[config.mk]
export PLATFORM = sky130hd
export DESIGN_NAME = dbg_catch_ctrl
export DESIGN_NICKNAME = d
export VERILOG_FILES = /design/src/rtl/dbg_catch_pkg.sv /design/src/rtl/dbg_catch_regs.sv /design/src/rtl/dbg_catch_sel.sv /design/src/rtl/dbg_catch_halt.sv /design/src/rtl/dbg_catch_ctrl.sv
export SDC_FILE = /design/constraint.sdc
export NUM_CORES = 1
export LEC_CHECK = 0
export ABC_AREA = 1
export BUFFER_PORTS_ARGS = -buffer_cell sky130_fd_sc_hd__buf_4
export CAP_MARGIN = 40
export CORE_MARGIN = 2
export CORE_UTILIZATION = 38
export CTS_BUF_LIST = sky130_fd_sc_hd__clkbuf_4
export DETAILED_ROUTE_END_ITERATION = 10
export PLACE_DENSITY = 0.79
export SYNTH_ARGS = -nofsm -noshare
export SYNTH_HDL_FRONTEND = slang
export SYNTH_SLANG_ARGS = --single-unit
[constraint.sdc]
create_clock -name clk -period 1.4 [get_ports clk]
set_input_delay 0.21 -clock clk [delete_from_list [all_inputs] [get_ports clk]]
set_output_delay 0.21 -clock clk [all_outputs]
set_load 0.005 [all_outputs]
[src/rtl/dbg_catch_pkg.sv]
// Package: shared field positions, masks and cause codes for the
// debug vector catch controller. Assumes a 32-bit control word.
package dbg_catch_pkg;
    localparam int REG_W      = 32;
    localparam int N_EVT      = 7;   // event classes in evt_vec
    localparam int CATCH_LSB  = 4;   // catch enable for evt_vec[i] is bit CATCH_LSB+i
    localparam int B_CORE     = 0;
    localparam int B_MON_EN   = 16;
    localparam int B_MON_PEND = 17;
    localparam int PRIO_W     = 8;

    // event vector indices
    localparam int EV_MM    = 0;
    localparam int EV_NOCP  = 1;
    localparam int EV_CHK   = 2;
    localparam int EV_STATE = 3;
    localparam int EV_BUS   = 4;
    localparam int EV_ISR   = 5;
    localparam int EV_HARD  = 6;

    localparam logic [REG_W-1:0] CATCH_FIELD = ((REG_W'(1) << N_EVT) - 1) << CATCH_LSB;
    localparam logic [REG_W-1:0] WR_MASK = CATCH_FIELD
                                         | (REG_W'(1) << B_CORE)
                                         | (REG_W'(1) << B_MON_EN)
                                         | (REG_W'(1) << B_MON_PEND);

    typedef enum logic [3:0] {
        CAUSE_NONE  = 4'd0,
        CAUSE_CORE  = 4'd1,
        CAUSE_MM    = 4'd2,
        CAUSE_NOCP  = 4'd3,
        CAUSE_CHK   = 4'd4,
        CAUSE_STATE = 4'd5,
        CAUSE_BUS   = 4'd6,
        CAUSE_ISR   = 4'd7,
        CAUSE_HARD  = 4'd8,
        CAUSE_VEC   = 4'd9
    } cause_e;
endpackage

[src/rtl/dbg_catch_regs.sv]
// Control word storage in the power-on reset domain.
// Does: masks writes to the writable fields, lets hardware set or clear
// the monitor pend bit. Assumes: hardware set wins over a clear in the
// same cycle; system reset is deliberately not an input here.
module dbg_catch_regs
    import dbg_catch_pkg::*;
(
    input  logic             clk,
    input  logic             por_n,
    input  logic             wr_en,
    input  logic [REG_W-1:0] wdata,
    input  logic             pend_set,
    input  logic             pend_clr,
    output logic [REG_W-1:0] ctl
);
    logic [REG_W-1:0] ctl_nxt;

    // Next value: masked write, then hardware clear, then hardware set.
    always_comb begin
        ctl_nxt = wr_en ? (wdata & WR_MASK) : ctl;
        if (pend_clr) ctl_nxt[B_MON_PEND] = 1'b0;
        if (pend_set) ctl_nxt[B_MON_PEND] = 1'b1;
    end

    // Storage, cleared only by power-on reset.
    always_ff @(posedge clk) begin
        if (!por_n) ctl <= '0;
        else        ctl <= ctl_nxt;
    end


    pend_set_chk: assert property (@(posedge clk) disable iff (!por_n)
        pend_set |=> ctl[B_MON_PEND]);

    pend_clr_chk: assert property (@(posedge clk) disable iff (!por_n)
        (pend_clr && !pend_set) |=> !ctl[B_MON_PEND]);
endmodule

[src/rtl/dbg_catch_sel.sv]
// Catch selector: masks event pulses with their catch enables and picks
// one cause by fixed precedence. Purely combinational.
// Assumes event inputs are single-cycle pulses.
module dbg_catch_sel
    import dbg_catch_pkg::*;
(
    input  logic [N_EVT-1:0] evt_vec,
    input  logic [N_EVT-1:0] catch_en,
    input  logic             core_evt,
    input  logic             core_en,
    output logic             any_hit,
    output cause_e           cause
);
    logic [N_EVT-1:0] hit_vec;
    logic             core_hit;

    genvar gi;
    generate
        for (gi = 0; gi < N_EVT; gi++) begin : g_mask
            assign hit_vec[gi] = evt_vec[gi] & catch_en[gi];
        end
    endgenerate

    assign core_hit = core_evt & core_en;
    assign any_hit  = core_hit | (|hit_vec);

    // Precedence: core reset, service error, bus, hard, state, check, coproc, mem.
    always_comb begin
        if      (core_hit)           cause = CAUSE_CORE;
        else if (hit_vec[EV_ISR])    cause = CAUSE_ISR;
        else if (hit_vec[EV_BUS])    cause = CAUSE_BUS;
        else if (hit_vec[EV_HARD])   cause = CAUSE_HARD;
        else if (hit_vec[EV_STATE])  cause = CAUSE_STATE;
        else if (hit_vec[EV_CHK])    cause = CAUSE_CHK;
        else if (hit_vec[EV_NOCP])   cause = CAUSE_NOCP;
        else if (hit_vec[EV_MM])     cause = CAUSE_MM;
        else                         cause = CAUSE_NONE;
    end
endmodule

[src/rtl/dbg_catch_halt.sv]
// Halt sequencer: records a caught event as a pending halt, raises the
// request on the next instruction boundary, retargets on a vectoring
// fault, and flags late-arrival suppression while pending.
// Assumes halt_ack arrives only after halt_req.
module dbg_catch_halt
    import dbg_catch_pkg::*;
(
    input  logic   clk,
    input  logic   por_n,
    input  logic   sys_rst_n,
    input  logic   hit,
    input  cause_e hit_cause,
    input  logic   halt_mode,
    input  logic   instr_bnd,
    input  logic   vectoring,
    input  logic   vec_fault,
    input  logic   halt_ack,
    output logic   halt_req,
    output cause_e halt_cause,
    output logic   late_sup
);
    logic pend;
    logic rst_any;

    assign rst_any = !por_n || !sys_rst_n;

    // Pending halt, request and cause state.
    always_ff @(posedge clk) begin
        if (rst_any || halt_ack) begin
            pend       <= 1'b0;
            halt_req   <= 1'b0;
            halt_cause <= CAUSE_NONE;
        end else begin
            if (!pend && hit && halt_mode) begin
                pend       <= 1'b1;
                halt_cause <= hit_cause;
            end else if (pend && !halt_req && vectoring && vec_fault) begin
                halt_cause <= CAUSE_VEC;
            end
            if (pend && instr_bnd) halt_req <= 1'b1;
        end
    end

    // Suppress late arrival while a caught halt waits during vectoring.
    assign late_sup = pend && !halt_req && vectoring;


    halt_bnd_chk: assert property (@(posedge clk) disable iff (rst_any)
        $rose(halt_req) |-> $past(instr_bnd));

    halt_hold_chk: assert property (@(posedge clk) disable iff (rst_any)
        (halt_req && !halt_ack) |=> halt_req);

    halt_ack_chk: assert property (@(posedge clk) disable iff (rst_any)
        halt_ack |=> !halt_req);

    retarget_chk: assert property (@(posedge clk) disable iff (rst_any)
        (pend && !halt_req && vectoring && vec_fault && !halt_ack) |=> (halt_cause == CAUSE_VEC));
endmodule

[src/rtl/dbg_catch_ctrl.sv]
// Top: debug vector catch controller. Routes caught events to halt,
// monitor pend or hard-fault escalation, and gates the monitor request
// by priority. Assumes lower priority values are more urgent.
module dbg_catch_ctrl
    import dbg_catch_pkg::*;
(
    input  logic              clk,
    input  logic              por_n,
    input  logic              sys_rst_n,
    input  logic              reg_wr_en,
    input  logic [REG_W-1:0]  reg_wdata,
    output logic [REG_W-1:0]  reg_rdata,
    input  logic [N_EVT-1:0]  evt_vec,
    input  logic              core_rst_evt,
    input  logic              vectoring,
    input  logic              vec_fault,
    input  logic              instr_bnd,
    input  logic              halt_dbg_en,
    input  logic              halt_ack,
    input  logic [PRIO_W-1:0] cur_prio,
    input  logic [PRIO_W-1:0] mon_prio,
    input  logic              mon_entry,
    output logic              halt_req,
    output logic [3:0]        halt_cause,
    output logic              mon_req,
    output logic              hardfault_esc,
    output logic              late_arr_sup
);
    logic [REG_W-1:0] ctl;
    logic             any_hit;
    cause_e           sel_cause;
    cause_e           cause_q;
    logic             mon_set;
    logic             mon_en;

    assign mon_en  = ctl[B_MON_EN];
    assign mon_set = any_hit && !halt_dbg_en && mon_en;

    dbg_catch_regs u_regs (
        .clk      (clk),
        .por_n    (por_n),
        .wr_en    (reg_wr_en),
        .wdata    (reg_wdata),
        .pend_set (mon_set),
        .pend_clr (mon_entry),
        .ctl      (ctl)
    );

    dbg_catch_sel u_sel (
        .evt_vec  (evt_vec),
        .catch_en (ctl[CATCH_LSB +: N_EVT]),
        .core_evt (core_rst_evt),
        .core_en  (ctl[B_CORE]),
        .any_hit  (any_hit),
        .cause    (sel_cause)
    );

    dbg_catch_halt u_halt (
        .clk        (clk),
        .por_n      (por_n),
        .sys_rst_n  (sys_rst_n),
        .hit        (any_hit),
        .hit_cause  (sel_cause),
        .halt_mode  (halt_dbg_en),
        .instr_bnd  (instr_bnd),
        .vectoring  (vectoring),
        .vec_fault  (vec_fault),
        .halt_ack   (halt_ack),
        .halt_req   (halt_req),
        .halt_cause (cause_q),
        .late_sup   (late_arr_sup)
    );

    assign halt_cause = cause_q;
    assign reg_rdata  = ctl;

    // Monitor request: pend, enabled, not overridden, priority permits.
    assign mon_req = ctl[B_MON_PEND] && mon_en && !halt_dbg_en && (mon_prio < cur_prio);

    // One-cycle escalation when neither debug path is available.
    always_ff @(posedge clk) begin
        if (!por_n || !sys_rst_n) hardfault_esc <= 1'b0;
        else                      hardfault_esc <= any_hit && !halt_dbg_en && !mon_en;
    end


    sysrst_keep_chk: assert property (@(posedge clk) disable iff (!por_n)
        (!sys_rst_n && !reg_wr_en && !mon_entry && !any_hit) |=> $stable(reg_rdata));

    esc_mode_chk: assert property (@(posedge clk) disable iff (!por_n || !sys_rst_n)
        hardfault_esc |-> !$past(halt_dbg_en));

    esc_pulse_chk: assert property (@(posedge clk) disable iff (!por_n || !sys_rst_n)
        (hardfault_esc && !any_hit) |=> !hardfault_esc);
endmodule

After elaboration in Yosys (flattened, before gate mapping)
Index checks and enable logic that the tools add are counted.
- reductions and logical operators: 23
- bitwise operators: 9
- order comparisons: 1
- muxes and demuxes: 13
- operators by type and width (cell ; number):
    4-bit 2-to-1 mux ; 9
    18-bit 2-to-1 mux ; 1
    1-bit logical AND ; 12
    1-bit bitwise AND ; 8
    8-bit less-than comparator ; 1
    7-bit OR reduction ; 1
    1-bit logical NOT ; 6
    3-bit nonzero test ; 1
    1-bit logical OR ; 2
    1-bit 2-to-1 mux ; 2
    2-bit 2-to-1 mux ; 1
    2-bit nonzero test ; 1
    1-bit bitwise OR ; 1
- logic and storage cells: 52
- register bits: 17

Logic depth before layout (Yosys ltp)
Gate-level depths: netlist of run 1.
- depth after elaboration: 10
- mapped depth: 9

Modules after synthesis
From an unflattened synthesis of run 1, not the netlist that was laid out.
- cell total of the unflattened synthesis: 176
- area, all modules: 1174.9 µm²
- modules (own cells, without submodules) (module ; times used ; area an instance (µm²) ; cells each ; sequential area each (µm²)):
    dbg_catch_regs ; 1 ; 549.3 ; 71 ; 200.2
    dbg_catch_ctrl ; 1 ; 254.0 ; 42 ; 20.0
    dbg_catch_halt ; 1 ; 247.7 ; 32 ; 120.1
    dbg_catch_sel ; 1 ; 123.9 ; 31 ; 0.0

Worst setup path after synthesis of run 1
OpenSTA, ideal clock, no wires.
- path kind: input to output
- start: input cur_prio[5]
- end: output mon_req
- data arrival time: 1.007 ns
- slack: 0.183 ns
- cell stages on the path: 7
- path buffers: 0
- cells stage by stage: inv_1 ha_1 a21oi_1 nor2_1 a211oi_1 nand2_1 nor2_1
- longest elaborated chain between the ends: 2
- ends and longest elaborated chain (item ; RTL line ; source):
    start: declaration ; dbg_catch_ctrl.sv:20 ; input logic [PRIO_W-1:0] cur_prio,
    8-bit less-than comparator ; dbg_catch_ctrl.sv:78 ; assign mon_req = ctl[B_MON_PEND] && mon_en && !halt_dbg_en && (mon_prio < cur_prio);
    1-bit logical AND ; dbg_catch_ctrl.sv:78 ;
    end: declaration ; dbg_catch_ctrl.sv:25 ; output logic mon_req,
Every way passes these cells.

Worst setup path in the final report of run 1
Same ends and word-level chain as after synthesis.

==> flow_summary.yaml, run 1 <==
outcome:
  status: "completed"
setup_path:
  required_ns: 1.19
  worst_path_max_delay_cell: "ha_4"
  path_max_fanout: 2
  critPathArrivalTime_ns: 1.14
  critPathLaunchType: "input pin"
  cpPeakStageDelay_ns: 0.19
  end_kind: "output pin"
  worstPathCellList: "buf_6 -> inv_4 -> ha_4 -> a21oi_2 -> nor2_2 -> a211oi_2 -> nand2_1 -> nor2_1 -> buf_4"
  critPathKind: "in -> out"
place:
  dp_worst_setup_slack_ns: -0.08085
  dpl_cell_area_um2: 1536
  gp_congestion: 0.7325
  post-place-cells: 256
  hpwl_um: 2102
  numPortBuffers: 61
finish:
  final_util: 0.5974
  n_fill_cell: 273
  multi_input_area_um2: 709.4
  seq_area_um2: 340.3
  fin_area_um2: 1662
  diodes: 0
  layout.nets: 303
  syn_to_final_growth_pct: 47.39
  final_cells: 260
  drive_gt1_frac: 0.4148
min_path:
  hp-class: "in -> reg"
synthesis:
  yosysWarnings: 0
  synth_seq_area_share: 0.3019
  synth_area_um2: 1127
  synth_area_leader_cell: "dfxtp_1"
  synth_commonest_cells: "35 x nor2_1, 23 x buf_4, 21 x nand2_1, 17 x dfxtp_1, 15 x inv_1"
  syn-instance-count: 166
  post-synth-top-count-cell: "nor2_1"
  synthTopCellsByArea: "dfxtp_1 30%, buf_4 15%, nor2_1 12%, ha_1 7.8%, nand2_1 7.0%"
  async_flop_share: 0
  ys.flop_type: "dfxtp_1"
  syn_avg_cell_area_um2: 6.791
  synth_top_area_share: 0.3019
  yosysUniqueCellTypes: 19
  synth-seq-cells: 17
  synth-edff-count: 0
detailed_routing:
  vias_per_cell: 4.404
  dr.pass1.iters: 4
  vias: 1145
  detail-route-antenna-nets: 0
  routed_wl_um: 2688
  drcViolationCount: 0
  drt_iter0_markers: 9
  wl_per_cell_um: 10.34
cts:
  post_cts_buffers: 0
  cts_buffers: 3
  cts.path.max_buffers: 2
  root_buffer: "clkbuf_4"
  cts_num_sinks: 17
  h-tree-depth: 1
  ctsHoldBuffers: 0
  clk_pin_slew_ns: 0.09
  cts_tree: "built"
  clk_latency_ns: 0.28
job:
  cap_violations: 0
sta:
  setup_viol: 0
  period_share: 0.9626
  hold_viol: 0
  max_freq_mhz: 742.1
  period_needed_ns: 1.348
  final.setup_skew_ns: 0.001645
  whs_ns: 0.1409
  slew_viol_final: 0
  rsz0062_at_grt: "true"
  setup_ws_ns: 0.05240
pwr:
  power_switching_uw: 328.6
  seqPwrFrac: 0.456
  swShare: 0.2844
  peakVddDrop_v: 0.0007442
  p_comb_frac: 0.305
  power_leakage_uw: 0.0008695
  p_int_uw: 827.1
  power.density_nw_per_um2: 695.5
  power_frac_clock: 0.238
floorplan:
  dieArea_um2: 3418
  io_pins: 106
  die_w_um: 58.47
  coreArea_um2: 2781
  initial_core_util: 0.4053
  num_rows: 19
  fp.dieH_um: 58.47
grt:
  grt_max_degree: 12
  grt_pass1_wl_um: 4388
  antenna_found_initial: 0
  grt_remaining_overflow: 0
  grt_pass1_vias: 1027
  gr-usage-all-layers: 0.1632
flip-flops by register name, summed over array words and instances, names as in the netlist:
signal	cells
u_regs.ctl	10
u_halt.halt_cause	4
hardfault_esc	1
u_halt.halt_req	1
u_halt.pend	1
power by group through the flow:
stage	sequential [uW]	clock, uW	combinational, uW
floorplan	538	0	197
global placement	538	0	308
detailed placement	538	0	313
CTS	527	287	331
global route	531	313	400
finish	527	275	353
final timing paths:
check,slack [ns],end,depth (start not counted),startpoint
max,0.05,mon_req,9,cur_prio[5]
min,0.14,u_regs.ctl[10]$_SDFFE_PN0P_,3,reg_wdata[10]
max reg2reg,0.25,u_halt.halt_cause[3]$_SDFFE_PP0P_,7,u_regs.ctl[6]$_SDFFE_PN0P_
min reg2reg,0.50,u_halt.halt_cause[0]$_SDFFE_PP0P_,2,u_halt.halt_cause[0]$_SDFFE_PP0P_
layout by cell type, fill, tap and decap left out:
master / count
a211oi_2: 1
a21boi_0: 1
a21oi_1: 6
a21oi_2: 1
buf_4: 61
buf_6: 2
clkbuf_4: 4
clkinv_1: 1
conb_1: 22
dfxtp_1: 17
ha_1: 1
ha_2: 1
ha_4: 5
inv_1: 11
inv_2: 3
inv_4: 1
nand2_1: 20
nand2_2: 10
nand3_1: 8
nand3_2: 1
nor2_1: 33
nor2_2: 4
nor3_1: 2
o21ai_0: 12
o21ai_2: 1
critical path: cells and delay by family:
family	cells	cell delay, ns
buffers and inverters	3	0.26
AO/OA/AOI/OAI	2	0.26
adder cells (fa/ha/maj)	1	0.19
AND/OR/NAND/NOR	3	0.22
final cells by class:
type | instances | area share
inverter | 16 | 0.03765
timing repair buffer | 63 | 0.2892
sequential | 17 | 0.2048
multi-input combinational | 129 | 0.4270
clock buffer | 4 | 0.01807
tap | 31 | 0.02334
layer usage:
metal / vias to the layer above / wire length (um) / global-route usage
li1: 602 / - / -
met5: - / 0 / 0
met4: 0 / 34 / 0.02990
met3: 4 / 186 / 0.05055
met1: 494 / 1132 / 0.2000
met2: 45 / 1335 / 0.2825
through the flow:
step | TNS, ns | power (uW)
finish | 0 | 1156
global route | 0 | 1244
CTS | -0.05900 | 1146
detailed placement | -0.08085 | 851.8
global placement | -0.06917 | 845.9
floorplan | 0 | 734.6
kinds of logic after synthesis:
| group | count (synthesis) | synth area share |
|---|---|---|
| fa+ha+maj | 7 | 0.07769 |
| simple gates | 78 | 0.3008 |
| flops | 17 | 0.3019 |
| buf+inv | 41 | 0.2142 |
| other cells | 1 | 0.003326 |
| compound gates | 22 | 0.1021 |
what timing repair did:
item                                   CTS  global route
pin swaps                                9             9
resized for setup                        9            11
setup endpoints to repair                1             1
endpoints found under the hold margin    0             0
No activity file was read; power rests on OpenSTA's default activity.
==> inputs of run 2 (changes only) <==
PLACE_DENSITY = not set   (was 0.79)
PLACE_DENSITY_LB_ADDON = 0.2   (was not set)
==> run 2 against run 1 <==
  * Combinational power fell by 2%
  * Flip-flop and latch count is the same
  * First-iteration DRC count grew to 3.3 times the previous value
  * Total power fell by 0.41%
  * Clock power is 1% higher
  * Critical endpoint unchanged
  * Highest routed layer unchanged
==> flow_summary.yaml, run 2 (synthesis results as in run 1) <==
outcome:
  status: "completed"
cts:
  cts.path.max_buffers: 2
  clk_latency_ns: 0.29
  cts_num_sinks: 17
  cts_tree: "built"
  h-tree-depth: 1
  ctsHoldBuffers: 0
  root_buffer: "clkbuf_4"
  clk_pin_slew_ns: 0.09
  cts_buffers: 3
finish:
  seq_area_um2: 340.3
  layout.nets: 303
  drive_gt1_frac: 0.3930
  final_util: 0.5947
  diodes: 0
  regMostFlops: "u_regs.ctl"
  n_fill_cell: 279
  syn_to_final_growth_pct: 46.73
  largest_reg_flops: 10
  multi_input_area_um2: 691.9
  largestRegisters: "u_regs.ctl: 10 flops, u_halt.halt_cause: 4 flops"
  final_common_cell: "buf_4"
  layout_common_cells: "59 x buf_4, 34 x nor2_1, 22 x conb_1"
floorplan:
  dieArea_um2: 3418
  die_w_um: 58.47
  io_pins: 106
  coreArea_um2: 2781
  fp.dieH_um: 58.47
  num_rows: 19
  initial_core_util: 0.4053
setup_path:
  reg2reg_depth: 8
  critPathArrivalTime_ns: 1.14
  required_ns: 1.19
  reg2reg_to: "u_halt.halt_cause[0]$_SDFFE_PP0P_"
  path_max_fanout: 2
  endpoint: "mon_req"
  crit_start: "cur_prio[6]"
  end_kind: "output pin"
  r2r-start: "u_regs.ctl[6]$_SDFFE_PN0P_"
  critPathKind: "in -> out"
  critPathLaunchType: "input pin"
  rrSetupSlack_ns: 0.26
pwr:
  fin_total_pwr_uw: 1151
  peakVddDrop_v: 0.0006004
  power.density_nw_per_um2: 695.8
  power_leakage_uw: 0.0008772
sta:
  rsz0062_at_grt: "true"
  period_share: 0.9623
  period_needed_ns: 1.347
  hold_viol: 0
  setup_ws_ns: 0.05277
  max_freq_mhz: 742.3
  slew_viol_final: 0
  final.setup_skew_ns: 0.0007399
  whs_ns: 0.1346
  setup_viol: 0
  tns_ns: 0
detailed_routing:
  detail-route-antenna-nets: 0
  drt_iter0_markers: 30
  vias: 1117
  wl_per_cell_um: 9.835
  drcViolationCount: 0
  vias_per_cell: 4.296
  dr.pass1.iters: 4
  routed_wl_um: 2557
grt:
  antenna_found_initial: 0
  grt_pass1_vias: 973
  grt_pass1_wl_um: 4133
  grt_remaining_overflow: 0
  gr-usage-all-layers: 0.1587
  grt_max_degree: 12
place:
  hpwl_um: 2067
  dp_worst_setup_slack_ns: -0.05463
  numPortBuffers: 61
  gp_congestion: 0.7392
min_path:
  hp-class: "in -> reg"
job:
  cap_violations: 0
[run 2: worst min path at each step]
stage	endpoint	cells past startpoint	startpoint
finish	u_regs.ctl[9]$_SDFFE_PN0P_	3	reg_wdata[9]
global route	u_regs.ctl[4]$_SDFFE_PN0P_	3	reg_wdata[4]
CTS	u_regs.ctl[4]$_SDFFE_PN0P_	3	reg_wdata[4]
detailed placement	u_regs.ctl[4]$_SDFFE_PN0P_	3	reg_wdata[4]
global placement	u_regs.ctl[8]$_SDFFE_PN0P_	3	reg_wdata[8]
floorplan	u_regs.ctl[16]$_SDFFE_PN0P_	2	reg_wdata[16]
[run 2: through the flow]
stage,instances,area (um2)
finish,260,1654
global route,260,1654
CTS,260,1599
detailed placement,255,1529
global placement,255,1529
floorplan,187,1206
[run 2: what timing repair did]
item,CTS,global route
setup buffers,1,0
endpoints found under the setup margin,1,1
hold endpoints to repair,0,0
pin swaps,3,13
resized for setup,5,13
[run 2: area by class of cell]
| cell class | instances | area share |
|---|---|---|
| Multi-Input combinational cell | 129 | 0.4183 |
| Timing Repair Buffer | 63 | 0.2950 |
| Sequential cell | 17 | 0.2057 |
| Inverter | 16 | 0.03933 |
| Tap cell | 31 | 0.02345 |
| Clock buffer | 4 | 0.01815 |
[run 2: critical path, cell delays in order]
cell and delay (ns):
buf_4 0.08, inv_1 0.03, ha_1 0.29, nand2_2 0.07, nor2_1 0.05, a211oi_2 0.13, nand2_1 0.07, nor2_1 0.10
buf_4 0.11
[run 2: per-layer routing]
metal | global-route usage | vias up | part of all wire
li1 | - | 606 | -
met1 | 0.1938 | 460 | 0.44
met2 | 0.2632 | 47 | 0.45
met3 | 0.05275 | 4 | 0.091
met4 | 0.04983 | 0 | 0.014
met5 | 0 | - | 0
[run 2: report_power, final]
group | switching, uW | internal (uW) | leakage (uW) | total [uW]
registers | 19.3 | 508 | 0.000140 | 527
clock network | 148 | 130 | 0.0000184 | 279
logic | 158 | 187 | 0.000719 | 345
==> inputs of run 3 (changes only) <==
ABC_AREA = not set   (was 1)
RECOVER_POWER = 50   (was not set)
==> run 3 against run 2 <==
  * Non-clock buffer count increased by 11
  * Critical path depth down 4
  * Combinational power rose by 4%
  * Critical endpoint unchanged
  * Worst setup slack lost 0.085 ns
  * Die area down 0.51%
  * The flow now finishes with violations (negative setup slack)
  * Global-route usage is 0.25 points higher
  * Largest cell class unchanged
  * Sequential power decreased by 2%
  * Highest routed layer unchanged
==> flow_summary.yaml, run 3 <==
cts:
  ctsHoldBuffers: 0
  h-tree-depth: 1
  cts_tree: "built"
  cts.path.max_buffers: 2
  cts_buffers: 3
  root_buffer: "clkbuf_4"
  cts_num_sinks: 17
  clk_pin_slew_ns: 0.10
  clk_latency_ns: 0.28
synthesis:
  synth_commonest_cells: "23 x buf_4, 17 x dfxtp_1, 11 x nand2_1, 10 x mux2i_1, 10 x nor2b_1"
  synth-compound-area-share: 0.1585
  synth_top_family_by_area: "buffers and inverters"
  ys.flop_type: "dfxtp_1"
  synth_top_area_share: 0.3036
  synth_simple_gate_area_frac: 0.1786
  yosysWarnings: 0
  synth_area_leader_cell: "dfxtp_1"
  yosysUniqueCellTypes: 35
  synthAdderAreaFrac: 0.07813
  synthTopCellsByArea: "dfxtp_1 30%, buf_4 15%, mux2i_1 8.9%, ha_1 7.8%, nor2b_1 5.6%"
  synth_seq_area_share: 0.3036
  async_flop_share: 0
  synth_area_um2: 1121
  syn-instance-count: 130
  post-synth-top-count-cell: "buf_4"
  syn_avg_cell_area_um2: 8.624
  synth_xor_area_frac: 0
  synth-edff-count: 0
  synth.mux.area_fraction: 0.08929
  synth-seq-cells: 17
detailed_routing:
  dr.pass1.iters: 4
  detail-route-antenna-nets: 0
  drt_iter0_markers: 15
  vias_per_cell: 4.728
  vias: 1111
  wl_per_cell_um: 11.63
  routed_wl_um: 2734
  drcViolationCount: 0
sta:
  period_share: 1.023
  final.setup_skew_ns: 0.002833
  slew_viol_final: 0
  max_freq_mhz: 698.4
  setup_ws_ns: -0.03192
  tns_ns: -0.05687
  hold_viol: 0
  rsz0062_at_grt: "true"
  period_needed_ns: 1.432
  setup_viol: 3
finish:
  final_common_cell: "buf_4"
  largest_reg_flops: 10
  largestRegisters: "u_regs.ctl: 10 flops, u_halt.halt_cause: 4 flops"
  drive_gt1_frac: 0.4167
  diodes: 0
  regMostFlops: "u_regs.ctl"
  final_cells: 235
  n_fill_cell: 256
  final_util: 0.6028
  layout_common_cells: "64 x buf_4, 22 x conb_1, 16 x dfxtp_1"
  layout.nets: 278
  syn_to_final_growth_pct: 49.55
pwr:
  fin_total_pwr_uw: 1156
  power_leakage_uw: 0.0008587
  power.density_nw_per_um2: 689.2
  peakVddDrop_v: 0.0005982
floorplan:
  fp.dieH_um: 58.32
  initial_core_util: 0.4031
  coreArea_um2: 2781
  io_pins: 106
  dieArea_um2: 3401
  die_w_um: 58.32
  num_rows: 19
setup_path:
  critPathLaunchType: "flip-flop"
  critPathArrivalTime_ns: 1.22
  path_max_fanout: 2
  worst_path_max_delay_cell: "dfxtp_2"
  end_kind: "output pin"
  critPathTopFamily: "flip-flops"
  worstPathCellList: "inv_2 -> nor4b_2 -> nand2_1 -> a31oi_1 -> buf_4"
  crit_buf_inv: 2
  cpPeakStageDelay_ns: 0.35
  required_ns: 1.19
  critPathKind: "reg -> out"
job:
  cap_violations: 0
place:
  numPortBuffers: 61
  post-place-cells: 230
  gp_congestion: 0.7145
  hpwl_um: 2266
grt:
  gr-usage-all-layers: 0.1612
  grt_pass1_wl_um: 4381
  grt_remaining_overflow: 0
  grt_pass1_vias: 1068
  grt_max_degree: 12
  antenna_found_initial: 0
outcome:
  violations: "negative setup slack"
  status: "finished, violations left"
min_path:
  hp-class: "in -> reg"
==> run 3: kinds of logic (layout without fill, tap and decap cells) <==
| family | count (synthesis) | count (layout) |
|---|---|---|
| AND/OR/NAND/NOR | 38 | 38 |
| buffers and inverters | 33 | 86 |
| AO/OA/AOI/OAI | 24 | 24 |
| flip-flops | 17 | 17 |
| multiplexers | 10 | 10 |
| adder cells (fa/ha/maj) | 7 | 7 |
| other | 1 | 22 |
==> run 3: worst paths after layout <==
check | endpoint | from | cells after the start | slack (ns)
worst max-delay path | mon_req | u_regs.ctl[16]$_SDFFE_PN0P_ | 5 | -0.03
worst min-delay path | hardfault_esc$_SDFF_PP0_ | halt_dbg_en | 2 | 0.13
worst max register to register | u_halt.halt_cause[0]$_SDFFE_PP0P_ | u_regs.ctl[8]$_SDFFE_PN0P_ | 4 | -0.01
worst min register to register | u_halt.halt_cause[1]$_SDFFE_PP0P_ | u_halt.halt_cause[1]$_SDFFE_PP0P_ | 2 | 0.49
==> run 3: metal layers <==
| metal | part of all wire | vias to the layer above | global-route usage |
|---|---|---|---|
| met5 | 0 | - | 0 |
| met4 | 0.0080 | 0 | 0.05980 |
| met2 | 0.54 | 46 | 0.2905 |
| li1 | - | 559 | - |
| met3 | 0.068 | 2 | 0.01978 |
| met1 | 0.39 | 504 | 0.1946 |
==> run 3: stage by stage <==
stage	hold WS [ns]	instance area [um2]	setup WS, ns
detailed placement	0.4266	1605	-0.1389
floorplan	0.2887	1200	0.01236
finish	0.1327	1677	-0.03192
CTS	0.1118	1675	-0.05924
global placement	0.4269	1605	-0.1338
global route	0.1270	1677	-0.1539
==> run 3: power by group <==
group,total [uW],switching (uW),internal [uW],leakage [uW]
Sequential,518,13.3,505,0.000139
Clock,278,148,130,0.0000184
Combinational,359,152,207,0.000701
==> run 3: final cells by class <==
| class | count | area, um2 | share of cell area |
|---|---|---|---|
| inverters | 8 | 30.03 | 0.01791 |
| clock buffers | 4 | 30.03 | 0.01791 |
| flip-flops and latches | 17 | 341.6 | 0.2037 |
| multi-input cells | 101 | 695.7 | 0.4149 |
| well taps | 31 | 38.79 | 0.02313 |
| repair buffers | 74 | 540.5 | 0.3224 |
==> run 3: worst register-to-register path, cell delays in order (launching register included) <==
cell and delay [ns]:
dfxtp_1 0.32, a222oi_1 0.40, and3_4 0.29, o21ai_2 0.06, o221a_1 0.23
==> run 3: timing repair <==
action | in CTS | in global routing
endpoints found under the setup margin | 3 | 7
resized for setup | 8 | 8
setup buffers | 2 | 1
pin swaps | 6 | 6
